$ cat config.mk
export PLATFORM = sky130hd
export DESIGN_NAME = dmac_cmd_regs
export DESIGN_NICKNAME = d
export VERILOG_FILES = /design/src/rtl/dmac_regs_pkg.sv /design/src/rtl/dmac_port_decode.sv /design/src/rtl/dmac_byte_ptr.sv /design/src/rtl/dmac_chan_file.sv /design/src/rtl/dmac_ctrl_regs.sv /design/src/rtl/dmac_cmd_regs.sv
export SDC_FILE = /design/constraint.sdc
export NUM_CORES = 1
export LEC_CHECK = 0
export ABC_AREA = 1
export ABC_CLOCK_PERIOD_IN_PS = 5000
export BUFFER_PORTS_ARGS = -buffer_cell sky130_fd_sc_hd__buf_2
export CAP_MARGIN = 20
export CORE_AREA = 3 3 112 114
export DETAILED_ROUTE_END_ITERATION = 10
export DIE_AREA = 0 0 115 117
export GPL_TIMING_DRIVEN = 0
export PLACE_DENSITY = 0.82
export SLEW_MARGIN = 15
export SYNTH_ARGS = -nofsm -noshare
export SYNTH_HDL_FRONTEND = slang
export SYNTH_SLANG_ARGS = --single-unit
$ cat constraint.sdc
create_clock -name clk -period 5 [get_ports clk]
set_clock_uncertainty 0.2 [all_clocks]
set_input_delay 0.5 -clock clk [delete_from_list [all_inputs] [get_ports clk]]
set_output_delay 0.5 -clock clk [all_outputs]
set_load 0.02 [all_outputs]
$ cat src/rtl/dmac_regs_pkg.sv
package dmac_regs_pkg;
    localparam int NUM_CH  = 4;
    localparam int CH_W    = $clog2(NUM_CH);
    localparam int DATA_W  = 8;
    localparam int ADDR_W  = 8;
    localparam int IDX_W   = 4;
    localparam logic [ADDR_W-1:0] HIGH_BASE = 8'hC0;

    localparam logic [IDX_W-1:0] IX_STATUS = 4'd8;
    localparam logic [IDX_W-1:0] IX_REQ    = 4'd9;
    localparam logic [IDX_W-1:0] IX_SMASK  = 4'd10;
    localparam logic [IDX_W-1:0] IX_CMD    = 4'd11;
    localparam logic [IDX_W-1:0] IX_PCLR   = 4'd12;
    localparam logic [IDX_W-1:0] IX_FRST   = 4'd13;
    localparam logic [IDX_W-1:0] IX_UNMASK = 4'd14;
    localparam logic [IDX_W-1:0] IX_AMASK  = 4'd15;

    typedef struct packed {
        logic             hit;
        logic [IDX_W-1:0] idx;
    } port_sel_t;

    typedef struct packed {
        logic chan_wr;
        logic chan_rd;
        logic req_wr;
        logic smask_wr;
        logic cmd_wr;
        logic amask_wr;
        logic ptr_clr;
        logic full_rst;
        logic unmask;
    } strobes_t;

    typedef struct packed {
        logic [DATA_W-1:0] cmd;
        logic [NUM_CH-1:0] req;
        logic [NUM_CH-1:0] mask;
    } ctrl_t;

    function automatic port_sel_t decode_port(input logic [ADDR_W-1:0] a,
                                              input logic high);
        port_sel_t s;
        logic [ADDR_W-1:0] off;
        off = a - HIGH_BASE;
        if (high) begin
            s.hit = (a >= HIGH_BASE) && (off < 8'd32) && !a[0];
            s.idx = off[IDX_W:1];
        end else begin
            s.hit = (a < 8'd16);
            s.idx = a[IDX_W-1:0];
        end
        return s;
    endfunction
endpackage

$ cat src/rtl/dmac_port_decode.sv
module dmac_port_decode
    import dmac_regs_pkg::*;
#(
    parameter bit HIGH_BANK = 1'b0
) (
    input  logic [ADDR_W-1:0] addr,
    input  logic              wr,
    input  logic              rd,
    output port_sel_t         sel,
    output strobes_t          st
);
    always_comb begin
        sel        = decode_port(addr, HIGH_BANK);
        st         = '0;
        st.chan_wr = wr && sel.hit && !sel.idx[IDX_W-1];
        st.chan_rd = rd && sel.hit && !sel.idx[IDX_W-1];
        if (wr && sel.hit) begin
            st.req_wr   = (sel.idx == IX_REQ);
            st.smask_wr = (sel.idx == IX_SMASK);
            st.cmd_wr   = (sel.idx == IX_CMD);
            st.ptr_clr  = (sel.idx == IX_PCLR);
            st.full_rst = (sel.idx == IX_FRST);
            st.unmask   = (sel.idx == IX_UNMASK);
            st.amask_wr = (sel.idx == IX_AMASK);
        end
    end
endmodule

$ cat src/rtl/dmac_byte_ptr.sv
module dmac_byte_ptr (
    input  logic clk,
    input  logic rst,
    input  logic access,
    input  logic clear,
    output logic hi_sel
);
    always_ff @(posedge clk) begin
        if (rst || clear) hi_sel <= 1'b0;
        else if (access)  hi_sel <= ~hi_sel;
    end

    assert_ptr_flip_R2: assert property (@(posedge clk) disable iff (rst)
        (access && !clear) |=> (hi_sel != $past(hi_sel)));
    assert_ptr_clear_R1: assert property (@(posedge clk) disable iff (rst)
        clear |=> !hi_sel);
    assert_ptr_hold_R2: assert property (@(posedge clk) disable iff (rst)
        (!access && !clear) |=> $stable(hi_sel));
endmodule

$ cat src/rtl/dmac_chan_file.sv
module dmac_chan_file
    import dmac_regs_pkg::*;
(
    input  logic              clk,
    input  logic              rst,
    input  logic              wr_en,
    input  logic [CH_W-1:0]   chan,
    input  logic              is_count,
    input  logic              hi_sel,
    input  logic [DATA_W-1:0] wdata,
    output logic [2*DATA_W-1:0] rd_word
);
    logic [2*DATA_W-1:0] addr_q  [NUM_CH];
    logic [2*DATA_W-1:0] count_q [NUM_CH];

    for (genvar n = 0; n < NUM_CH; n++) begin : g_ch
        logic hit;
        assign hit = wr_en && (chan == n[CH_W-1:0]);
        always_ff @(posedge clk) begin
            if (rst) begin
                addr_q[n]  <= '0;
                count_q[n] <= '0;
            end else if (hit) begin
                if (is_count) begin
                    if (hi_sel) count_q[n][2*DATA_W-1:DATA_W] <= wdata;
                    else        count_q[n][DATA_W-1:0]        <= wdata;
                end else begin
                    if (hi_sel) addr_q[n][2*DATA_W-1:DATA_W]  <= wdata;
                    else        addr_q[n][DATA_W-1:0]         <= wdata;
                end
            end
        end
    end

    assign rd_word = is_count ? count_q[chan] : addr_q[chan];
endmodule

$ cat src/rtl/dmac_ctrl_regs.sv
module dmac_ctrl_regs
    import dmac_regs_pkg::*;
(
    input  logic              clk,
    input  logic              rst,
    input  strobes_t          st,
    input  logic [DATA_W-1:0] wdata,
    output ctrl_t             ctrl
);
    logic [NUM_CH-1:0] one_hot;
    assign one_hot = NUM_CH'(1) << wdata[CH_W-1:0];

    always_ff @(posedge clk) begin
        if (rst || st.full_rst) begin
            ctrl.cmd  <= '0;
            ctrl.req  <= '0;
            ctrl.mask <= '1;
        end else begin
            if (st.cmd_wr) ctrl.cmd <= wdata;
            if (st.req_wr) begin
                if (wdata[2]) ctrl.req <= ctrl.req | one_hot;
                else          ctrl.req <= ctrl.req & ~one_hot;
            end
            if (st.unmask)        ctrl.mask <= '0;
            else if (st.amask_wr) ctrl.mask <= wdata[NUM_CH-1:0];
            else if (st.smask_wr) begin
                if (wdata[2]) ctrl.mask <= ctrl.mask | one_hot;
                else          ctrl.mask <= ctrl.mask & ~one_hot;
            end
        end
    end

    assert_full_rst_R4: assert property (@(posedge clk) disable iff (rst)
        st.full_rst |=> (ctrl.mask == '1 && ctrl.cmd == '0 && ctrl.req == '0));
    assert_unmask_R5: assert property (@(posedge clk) disable iff (rst)
        st.unmask |=> (ctrl.mask == '0));
    assert_one_strobe_R6: assert property (@(posedge clk) disable iff (rst)
        $onehot0({st.req_wr, st.smask_wr, st.cmd_wr, st.amask_wr,
                  st.ptr_clr, st.full_rst, st.unmask, st.chan_wr}));
endmodule

$ cat src/rtl/dmac_cmd_regs.sv
module dmac_cmd_regs
    import dmac_regs_pkg::*;
#(
    parameter bit HIGH_BANK = 1'b0
) (
    input  logic              clk,
    input  logic              rst,
    input  logic [ADDR_W-1:0] io_addr,
    input  logic              io_wr,
    input  logic              io_rd,
    input  logic [DATA_W-1:0] io_wdata,
    output logic [DATA_W-1:0] io_rdata
);
    port_sel_t           sel;
    strobes_t            st;
    ctrl_t               ctrl;
    logic                hi_sel;
    logic [2*DATA_W-1:0] word;
    logic [DATA_W-1:0]   rd_val;

    dmac_port_decode #(.HIGH_BANK(HIGH_BANK)) u_dec (
        .addr(io_addr), .wr(io_wr), .rd(io_rd), .sel(sel), .st(st));

    dmac_byte_ptr u_ptr (
        .clk(clk), .rst(rst),
        .access(st.chan_wr || st.chan_rd),
        .clear(st.ptr_clr || st.full_rst),
        .hi_sel(hi_sel));

    dmac_chan_file u_chan (
        .clk(clk), .rst(rst), .wr_en(st.chan_wr),
        .chan(sel.idx[CH_W:1]), .is_count(sel.idx[0]),
        .hi_sel(hi_sel), .wdata(io_wdata), .rd_word(word));

    dmac_ctrl_regs u_ctrl (
        .clk(clk), .rst(rst), .st(st), .wdata(io_wdata), .ctrl(ctrl));

    always_comb begin
        rd_val = '0;
        if (sel.hit) begin
            if (!sel.idx[IDX_W-1]) begin
                rd_val = hi_sel ? word[2*DATA_W-1:DATA_W] : word[DATA_W-1:0];
            end else begin
                case (sel.idx)
                    IX_STATUS: rd_val = {ctrl.req, 4'b0000};
                    IX_REQ:    rd_val = {4'b0000, ctrl.req};
                    IX_CMD:    rd_val = ctrl.cmd;
                    IX_AMASK:  rd_val = {4'b0000, ctrl.mask};
                    default:   rd_val = '0;
                endcase
            end
        end
    end

    always_ff @(posedge clk) begin
        if (rst)        io_rdata <= '0;
        else if (io_rd) io_rdata <= rd_val;
    end

    assert_wo_read_zero_R7: assert property (@(posedge clk) disable iff (rst)
        (io_rd && (!sel.hit || sel.idx == IX_PCLR || sel.idx == IX_FRST ||
                   sel.idx == IX_UNMASK || sel.idx == IX_SMASK))
        |=> (io_rdata == '0));
    assert_rdata_hold_R9: assert property (@(posedge clk) disable iff (rst)
        !io_rd |=> $stable(io_rdata));
endmodule

# --- After elaboration in Yosys (flattened, before gate mapping) ---
# Memories as Yosys holds them, arrays and structs flattened.
# Index checks and enable logic that the tools add are counted.
classes:
  eq_ne: 11
  shifts: 1
  n_bitwise: 22
  reduce_logical: 15
  muxes: 83
  n_lt_le_gt_ge: 1
op_table:
  columns: ["op", "n"]
  rows:
  - ["$mux 8", 19]
  - ["$mux 1", 56]
  - ["$eq 4x4->1 const B", 8]
  - ["$pmux 8 s4", 1]
  - ["$mux 4", 5]
  - ["$mux 16", 1]
  - ["$or 1x1->1", 16]
  - ["$and 4x4->4", 2]
  - ["$logic_and 1x1->1", 8]
  - ["$lt 8x5->1 const B", 1]
  - ["$or 4x4->4", 2]
  - ["$mux 7", 1]
  - ["$eq 2x2->1 const B", 2]
  - ["$logic_or 1x1->1", 4]
  - ["$not 4->4", 1]
  - ["$shl 1x2->4 const A", 1]
  - ["$reduce_bool 3->1", 1]
  - ["$eq 2x1->1 const B", 1]
  - ["$logic_not 2->1", 1]
  - ["$logic_not 1->1", 1]
  - ["$not 1->1", 1]
word_totals:
  inputBits: 20
  memories: 2
  output_inout_bits: 8
  register_bits: 25
  ram_bits: 128
memory_table:
  columns: ["memory", "depth", "word_bits", "rd", "rd_clocked_by_memory_dff", "write_ports", "line_no", "source"]
  rows:
  - ["u_chan.addr_q", 4, 16, 1, 0, 4, "dmac_chan_file.sv:13", "logic [2*DATA_W-1:0] addr_q [NUM_CH];"]
  - ["u_chan.count_q", 4, 16, 1, 0, 4, "dmac_chan_file.sv:14", "logic [2*DATA_W-1:0] count_q [NUM_CH];"]

# --- Depth between registers and ports, before layout ---
# Gate-level depths: netlist of run 1.
depth:
  word_depth: 8
  depth_mapped: 11

# --- Cells and area by module ---
# A second synthesis of run 1 with hierarchy kept.
unflattened:
  hier_cells: 971
  area_unflattened_um2: 7699.9
modules_own_cells:
  columns: ["mod", "n_inst", "cells_per_inst", "area_each_um2"]
  rows:
  - ["dmac_chan_file", 1, 694, 6049.6]
  - ["dmac_ctrl_regs", 1, 111, 765.7]
  - ["dmac_cmd_regs", 1, 126, 674.4]
  - ["dmac_port_decode", 1, 34, 168.9]
  - ["dmac_byte_ptr", 1, 6, 41.3]

# --- Worst setup path after synthesis of run 1 ---
# OpenSTA, ideal clock, no wires.
synth_timing:
  path_kind: "in2reg"
  start: "input port io_addr[6]"
  end: "memory u_chan.count_q[3][0] in the netlist's numbering (enable)"
  arrival_time_ps: 1970
  path_buffers: 0
  required_time_ps: 4416
  setup_ps: 384
  slack_ps: 2446
  path_stages: 7
  cell_sequence: "nor2_2 -> nand4_4 -> nor2_1 -> inv_2 -> nor2_4 -> inv_1 -> o21ai_0"
synth_rtl:
  columns: ["element", "line_no", "source"]
  rows:
  - ["start: declaration", "dmac_cmd_regs.sv:8", "input logic [ADDR_W-1:0] io_addr,"]
  - ["end: declaration", "dmac_chan_file.sv:14", null]

==> results by group, run 1 <==
Setup path
  • Required @ worst endpoint: 4.93 ns
  • Crit path largest cell delay: 0.46 ns
  • R2R Setup Slk: 2.50 ns
  • CP delay by family, top: buffers and inverters
  • Reg2Reg Depth: 5
  • Max stage delay cell, worst path: o21ai_0
  • Type of element launching the critical path: input port
  • Critical Path, Cell by Cell: buf_6 -> inv_2 -> nand2_1 -> buf_4 -> nor2_4 -> inv_1 -> o21ai_0 -> buf_2
  • CP Class: in2reg
  • Crit path buf inv count: 5
  • CP endpoint kind: flop
  • Worst setup startpoint: io_addr[2]
  • Worst EP arrival: around 2.5 ns
  • Worst flop-to-flop path startpoint: u_ptr.hi_sel$_SDFFE_PP0P_
  • Crit-path max FO: 10
  • Crit path depth: 8

STA
  • Final hold slack: 0.137 ns
  • Count of pins over their slew limit: 0
  • Final worst slack: 2.45 ns
  • Final period util: 0.510
  • Sum Neg Setup Slack: 0 ns
  • Slew margin rel.: 0.424
  • Max Freq: 0.392 GHz
  • Unrepaired setup endpoints after global routing: false
  • Final hold violation count: 0
  • Min Tclk post-route: 2.55 ns
  • Slew of the pin with the lowest slew margin: approximately 0.86 ns
  • Setup violations, final: 0

Route
  • Residual DRC count: 0
  • Total number of vias: about 6400
  • DR iter-0 viols: ~840
  • Average wire per standard cell: around 19 µm
  • Antenna Nets Post-Route: 0
  • Drt pass-1 iters: 5
  • Total wire length: 20.6 mm
  • Vias per inst: 5.91

Logic synthesis
  • Post-synth EDFFs: 128
  • Yosys reg bits: between 150 and 200
  • Most numerous cell in the Yosys netlist: nand2_1
  • Warning count from the yosys run: 0
  • Post-Syn Instances: about 870
  • Top post-synthesis cells by area: edfxtp_1 (51%), nand2_1 (12%), nor2_1 (8.1%)
  • Synth top area share: 0.508
  • Register area share after synthesis: 0.574
  • Area leader, netlist: edfxtp_1
  • Synth Flop Type: edfxtp_1
  • Syn avg cell area: 8.71 µm²
  • Top post-synthesis cells by count: nand2_1 (245), nor2_1 (164), edfxtp_1 (128)
  • Ys async rst share: 0
  • Syn_nets: between 800 and 900
  • Distinct cell type count after synthesis: 39
  • Post-Syn Area: around 7600 µm²

Die
  • Die area: between 10000 and 15000 µm²
  • Row count: 39
  • I/O pin cnt: 28
  • Die span in x: approximately 120 µm
  • Initial core utilization: 0.657
  • Core area: 11500 µm²
  • DIE HEIGHT: approximately 120 µm

Finish
  • # fillers: ~850
  • Fin cells: between 1000 and 1500
  • Post-route cell area: ~8500 µm²
  • Final nets: around 940
  • Util after Layout: 0.737
  • Ratio of cells with drive above 1 in the final layout: 0.132
  • N_diodes: 0
  • P&R area growth vs syn: 12.2%

Global routing
  • First-pass GRT wire length: 31.8 mm
  • GR Overflow Total: 0
  • Vias in the first global route: ~6000
  • Gr usage total: 0.322
  • Largest net degree at the start of global routing: 17
  • Initial antenna violation count: 0

Clocking
  • Post-CTS Setup Bufs: 0
  • Post-cts hold buffer count: 0
  • Worst-path clk slew: 0.06 ns
  • CTS root buffer: clkbuf_16
  • Clock sink count: 153
  • CTS tree: yes
  • Num CTS Buffers: 17
  • Clock latency on the worst-skew pair: between 0.4 and 0.5 ns
  • CTS H-Tree Depth: 4
  • Post-CTS Resized: 0
  • Maximum buffer depth of the clock tree: 2

Power and ir drop
  • Power Density: 348 nW/µm²
  • Sw Share: 0.234
  • Static Leakage: roughly 3.7 nW
  • Worst vdd ir: ~270 µV
  • Logic pwr share: 0.078
  • Sequential power share: 0.487
  • P_sw: between 0.6 and 0.7 mW
  • Clock Power Share: 0.435
  • Final Total Pwr: 2.95 mW
  • Internal power: ~2.3 mW

Job
  • Max cap viols: 0

Place
  • Port buffer count: 24
  • Area after DPL: about 8000 µm²
  • Dpl cells: a little over 1000
  • Gpl congestion: approximately 1
  • Post-DP HPWL: roughly 15 mm
  • Place WS: between 1.5 and 2 ns

Min path
  • Hold path startpoint: io_wdata[7]
  • Hold depth: 3
  • Min-Delay Path Class: in2reg

Status
  • Status: complete, no violations
layout by cell type (no fill, tap or decap), drive strengths merged, types with 2 or more instances in the layout:
| master | netlist | final |
|---|---|---|
| nand3 | 28 | 28 |
| edfxtp | 128 | 128 |
| inv | 110 | 111 |
| a21oi | 19 | 19 |
| a22o | 4 | 4 |
| o211ai | 2 | 2 |
| nor2 | 174 | 174 |
| a211oi | 2 | 2 |
| nor3 | 2 | 2 |
| clkinv | 1 | 4 |
| o21a | 2 | 2 |
| nand2 | 249 | 249 |
| o21bai | 6 | 6 |
| o22ai | 14 | 14 |
| clkbuf | 16 | 38 |
| nand4 | 3 | 3 |
| o21ai | 61 | 61 |
| dfxtp | 25 | 25 |
| bufinv | 0 | 3 |
| buf | 19 | 48 |
| clkinvlp | 0 | 5 |
logic make-up (layout without fill, tap and decap cells):
| logic type | after synthesis | after routing | synth area share |
|---|---|---|---|
| buffers and inverters | 146 | 209 | 0.0795 |
| AOI/OAI and AO/OA | 114 | 114 | 0.0897 |
| DFF | 153 | 153 | 0.574 |
| and+or+nand+nor | 456 | 456 | 0.257 |
power groups by stage:
stage	Clock (mW)	Combinational, mW	Sequential, mW
2_1_floorplan	0	0.142	1.46
3_3_place_gp	0	0.216	1.46
3_5_place_dp	0	0.222	1.46
4_1_cts	1.28	0.224	1.44
5_1_grt	1.34	0.250	1.44
6_report	1.28	0.231	1.44
path summary, 6_finish.rpt:
check | to
max | u_chan.count_q[1][15]$_SDFFCE_PN0P_
min | u_ctrl.ctrl[15]$_SDFFE_PP0P_
max reg2reg | u_chan.addr_q[2][2]$_SDFFCE_PN0P_
min reg2reg | u_ctrl.ctrl[11]$_SDFFE_PP0P_
per-layer routing:
| layer | up-vias | global-route usage | share of wire |
|---|---|---|---|
| met1 | 3007 | 0.422 | 0.38 |
| met5 | - | 0 | 0 |
| met4 | 0 | 0.153 | 0.043 |
| li1 | 2894 | - | - |
| met3 | 86 | 0.0802 | 0.10 |
| met2 | 369 | 0.507 | 0.48 |
flip-flops by register name (all words and copies together), names as in the netlist, named ones only:
register / flops
u_chan.count_q: 64
u_ptr.hi_sel: 1
u_ctrl.ctrl: 12
io_rdata: 8
u_chan.addr_q: 64
worst min-delay path, delay by kind of cell:
kind | cells | cell delay [ns]
AND/OR/NAND/NOR | 1 | 0.06
AO/OA/AOI/OAI | 1 | 0.05
buffers and inverters | 1 | 0.11
layout make-up:
cell class | instances | area, µm² | share of cell area
Clock inverter | 12 | 150 | 0.0177
Sequential cell | 153 | 4340 | 0.512
Timing Repair Buffer | 31 | 155 | 0.0183
Buffer | 35 | 183 | 0.0215
Tap cell | 143 | 179 | 0.0211
Clock buffer | 20 | 437 | 0.0514
Multi-Input combinational cell | 570 | 2620 | 0.309
Inverter | 111 | 419 | 0.0494
(Power assumes the default switching activity.)
==> inputs of run 2 (changes only) <==
Settings changed: ABC_CLOCK_PERIOD_IN_PS 5000 to 2500, CORE_AREA 3 3 112 114 to 3 3 115 117, DIE_AREA 0 0 115 117 to 0 0 118 120, PLACE_DENSITY 0.82 to 0.79.
Clock period 5 ns to 2.5 ns, I/O delays scaled along.
==> run 2 against run 1 <==
Against the previous run:
- first-iteration DRC count shrank 7.4%
- die area increased by 5.2%
- non-clock buffer count grew 8
- via count decreased by 1.5%
- core utilization shrank 4.1 points
- sequential cell count did not move
- cell count up 3.4%
- wire length decreased by 1.9%
- clock-buffer cell count shrank 1
- combinational power increased by 100%
- worst hold slack worse by 0.10 ns
==> results by group, run 2 (synthesized netlist as in run 1, its figures left out) <==
Die
  • Initial core utilization: 0.607 (-0.0501)
  • DIE HEIGHT: 120 µm (+2.6%)
  • Die area: 14200 µm² (+5.2%)
  • I/O pin cnt: 28 (unchanged)
  • Row count: 41 (+5.1%)
  • Core area: 12500 µm² (+8.2%)
  • Die span in x: 118 µm (+2.6%)

Setup path
  • Worst setup startpoint: rst
  • Reg2Reg Depth: 4 (-1)
  • CP Class: in2reg
  • Crit-path max FO: 10 (unchanged)
  • R2R Setup Slk: 0.15 ns (-2.35 ns)
  • Max stage delay cell, worst path: dlygate4sd3_1
  • Type of element launching the critical path: input port
  • Worst EP arrival: 2.39 ns (-0.09 ns)
  • CP dominant cell by count: buf_2
  • CP endpoint kind: flop
  • Critical Path, Cell by Cell: dlygate4sd3_1 -> buf_2 -> inv_1 -> clkbuf_1 -> o21ai_1 -> buf_2
  • Worst flop-to-flop path startpoint: u_ptr.hi_sel$_SDFFE_PP0P_
  • Required @ worst endpoint: 2.49 ns (-2.44 ns)
  • Reg2reg end: u_chan.count_q[0][1]$_SDFFCE_PN0P_
  • Crit path largest cell delay: 0.54 ns (+0.08 ns)

Route
  • Total number of vias: 6258 (-1.5%)
  • Antenna Nets Post-Route: 0 (unchanged)
  • DR iter-0 viols: 773 (-7.4%)
  • Residual DRC count: 0 (unchanged)
  • Average wire per standard cell: 18.2 µm (-5.2%)
  • Total wire length: 20.2 mm (-1.9%)
  • Drt pass-1 iters: 5 (unchanged)
  • Vias per inst: 5.63 (-4.8%)

STA
  • Final worst slack: 0.106 ns (-2.34 ns)
  • Min Tclk post-route: between 2 and 2.5 ns
  • Unrepaired setup endpoints after global routing: false
  • Slew of the pin with the lowest slew margin: 0.830 ns (-0.0280 ns)
  • Setup violations, final: 0 (unchanged)
  • Max Freq: approximately 0.42 GHz
  • Final period util: 0.957
  • Final hold violation count: 0 (unchanged)
  • Count of pins over their slew limit: 0 (unchanged)
  • Sum Neg Setup Slack: 0 ns (unchanged)
  • Slew margin rel.: 0.443 (+0.0188)

Finish
  • Util after Layout: 0.696 (-0.0414)
  • P&R area growth vs syn: 14.6%
  • N_diodes: 0 (unchanged)
  • Ratio of cells with drive above 1 in the final layout: 0.139 (+0.00739)
  • Most common cell after layout, fill and taps aside: nand2_1
  • Multi-input logic area: 2650 µm² (+0.86%)
  • Largest regs: u_chan.addr_q x64, u_chan.count_q x64, u_ctrl.ctrl x12
  • FF+latch area: 4340 µm² (unchanged)
  • # fillers: 1001 (+18%)
  • Commonest non-fill, non-tap cells in the layout: nand2_1 (245), nor2_1 (164), edfxtp_1 (128)
  • Final nets: 947 (+0.85%)

Power and ir drop
  • Clock Power Share: 0.452 (+0.017)
  • Sw Share: 0.237 (+0.00373)
  • P_sw: 1.45 mW (+110%)
  • Worst vdd ir: 462 µV (+69%)
  • Power Density: 703 nW/µm² (+100%)
  • Final Total Pwr: 6.10 mW (+110%)
  • Logic pwr share: 0.077 (about the same)
  • Sequential power share: 0.471 (-0.016)
  • Internal power: 4.65 mW (+110%)
  • Static Leakage: 3.76 nW (+1.9%)

Min path
  • Hold depth: 4 (+1)
  • Min-Delay Path Class: in2reg
  • Worst hold endpoint: io_rdata[5]$_SDFFE_PP0P_
  • Hold path startpoint: io_rd

Global routing
  • First-pass GRT wire length: 31.2 mm (-1.9%)
  • Largest net degree at the start of global routing: 17 (unchanged)
  • Gr usage total: 0.293 (-0.0290)
  • GR Overflow Total: 0 (unchanged)
  • Vias in the first global route: 5952 (-0.034%)
  • Initial antenna violation count: 0 (unchanged)

Clocking
  • Num CTS Buffers: 17 (unchanged)
  • CTS H-Tree Depth: 4 (unchanged)
  • Clock latency on the worst-skew pair: 0.44 ns (about the same)
  • CTS tree: yes
  • Worst-path clk slew: 0.06 ns (about the same)
  • Clock sink count: 153 (unchanged)
  • Maximum buffer depth of the clock tree: 2 (unchanged)
  • Post-CTS Setup Bufs: 0 (unchanged)
  • CTS root buffer: clkbuf_16

Job
  • Max cap viols: 0 (unchanged)

Place
  • Port buffer count: 24 (unchanged)
  • Place WS: -0.494 ns (-2.30 ns)
  • Post-DP HPWL: 13.4 mm (-10%)
  • Gpl congestion: 0.978 (-1.9%)

Status
  • Status: complete, no violations
run 2: how the worst max path moves through the flow:
stage	to	cells after the start
after floorplan	u_chan.count_q[3][10]$_SDFFCE_PN0P_	7
after global placement	u_chan.count_q[1][13]$_SDFFCE_PN0P_	8
after detailed placement	u_chan.count_q[2][1]$_SDFFCE_PN0P_	8
after CTS	u_chan.count_q[3][8]$_SDFFCE_PN0P_	8
after global routing	u_chan.count_q[3][6]$_SDFFCE_PN0P_	4
final	u_chan.addr_q[2][1]$_SDFFCE_PN0P_	6
run 2: critical path: cells and delay by family:
family / cells / cell delay [ns]
AO/OA/AOI/OAI: 1 / 0.36
buffers and inverters: 5 / 1.78
run 2: power by group through the flow:
stage                     Combinational, mW  Sequential (mW)  Clock (mW)
after CTS                             0.456             2.87        2.76
after floorplan                       0.285             2.92           0
final                                 0.471             2.87        2.76
after global routing                  0.508             2.88        2.86
after global placement                0.426             2.92           0
after detailed placement              0.438             2.92           0
run 2: final cells by class:
| class | count | area share |
|---|---|---|
| multi-input cells | 570 | 0.305 |
| well taps | 172 | 0.0248 |
| plain buffers | 35 | 0.0212 |
| repair buffers | 39 | 0.0277 |
| flip-flops and latches | 153 | 0.501 |
| inverters | 111 | 0.0483 |
| clock buffers | 19 | 0.0499 |
| clock inverters | 13 | 0.0222 |
run 2: per-layer routing:
metal | track usage | part of all wire
met1 | 0.357 | 0.39
met2 | 0.503 | 0.49
met3 | 0.0707 | 0.091
met4 | 0.119 | 0.032
met5 | 0 | 0
run 2: through the flow:
step                      cells  hold slack (ns)  cell area (µm²)
final                      1112           0.0365             8670
after global routing       1112           0.0902             8670
after CTS                  1112           0.0288             8650
after detailed placement   1071            0.256             7940
after global placement     1065            0.252             7910
after floorplan             869            0.193             7570
run 2: repair_timing:
item                                   in CTS  in global routing
setup endpoints to repair                  45                 58
resized for setup                           7                 10
endpoints found under the hold margin      21                  0
hold buffers                                9                  0
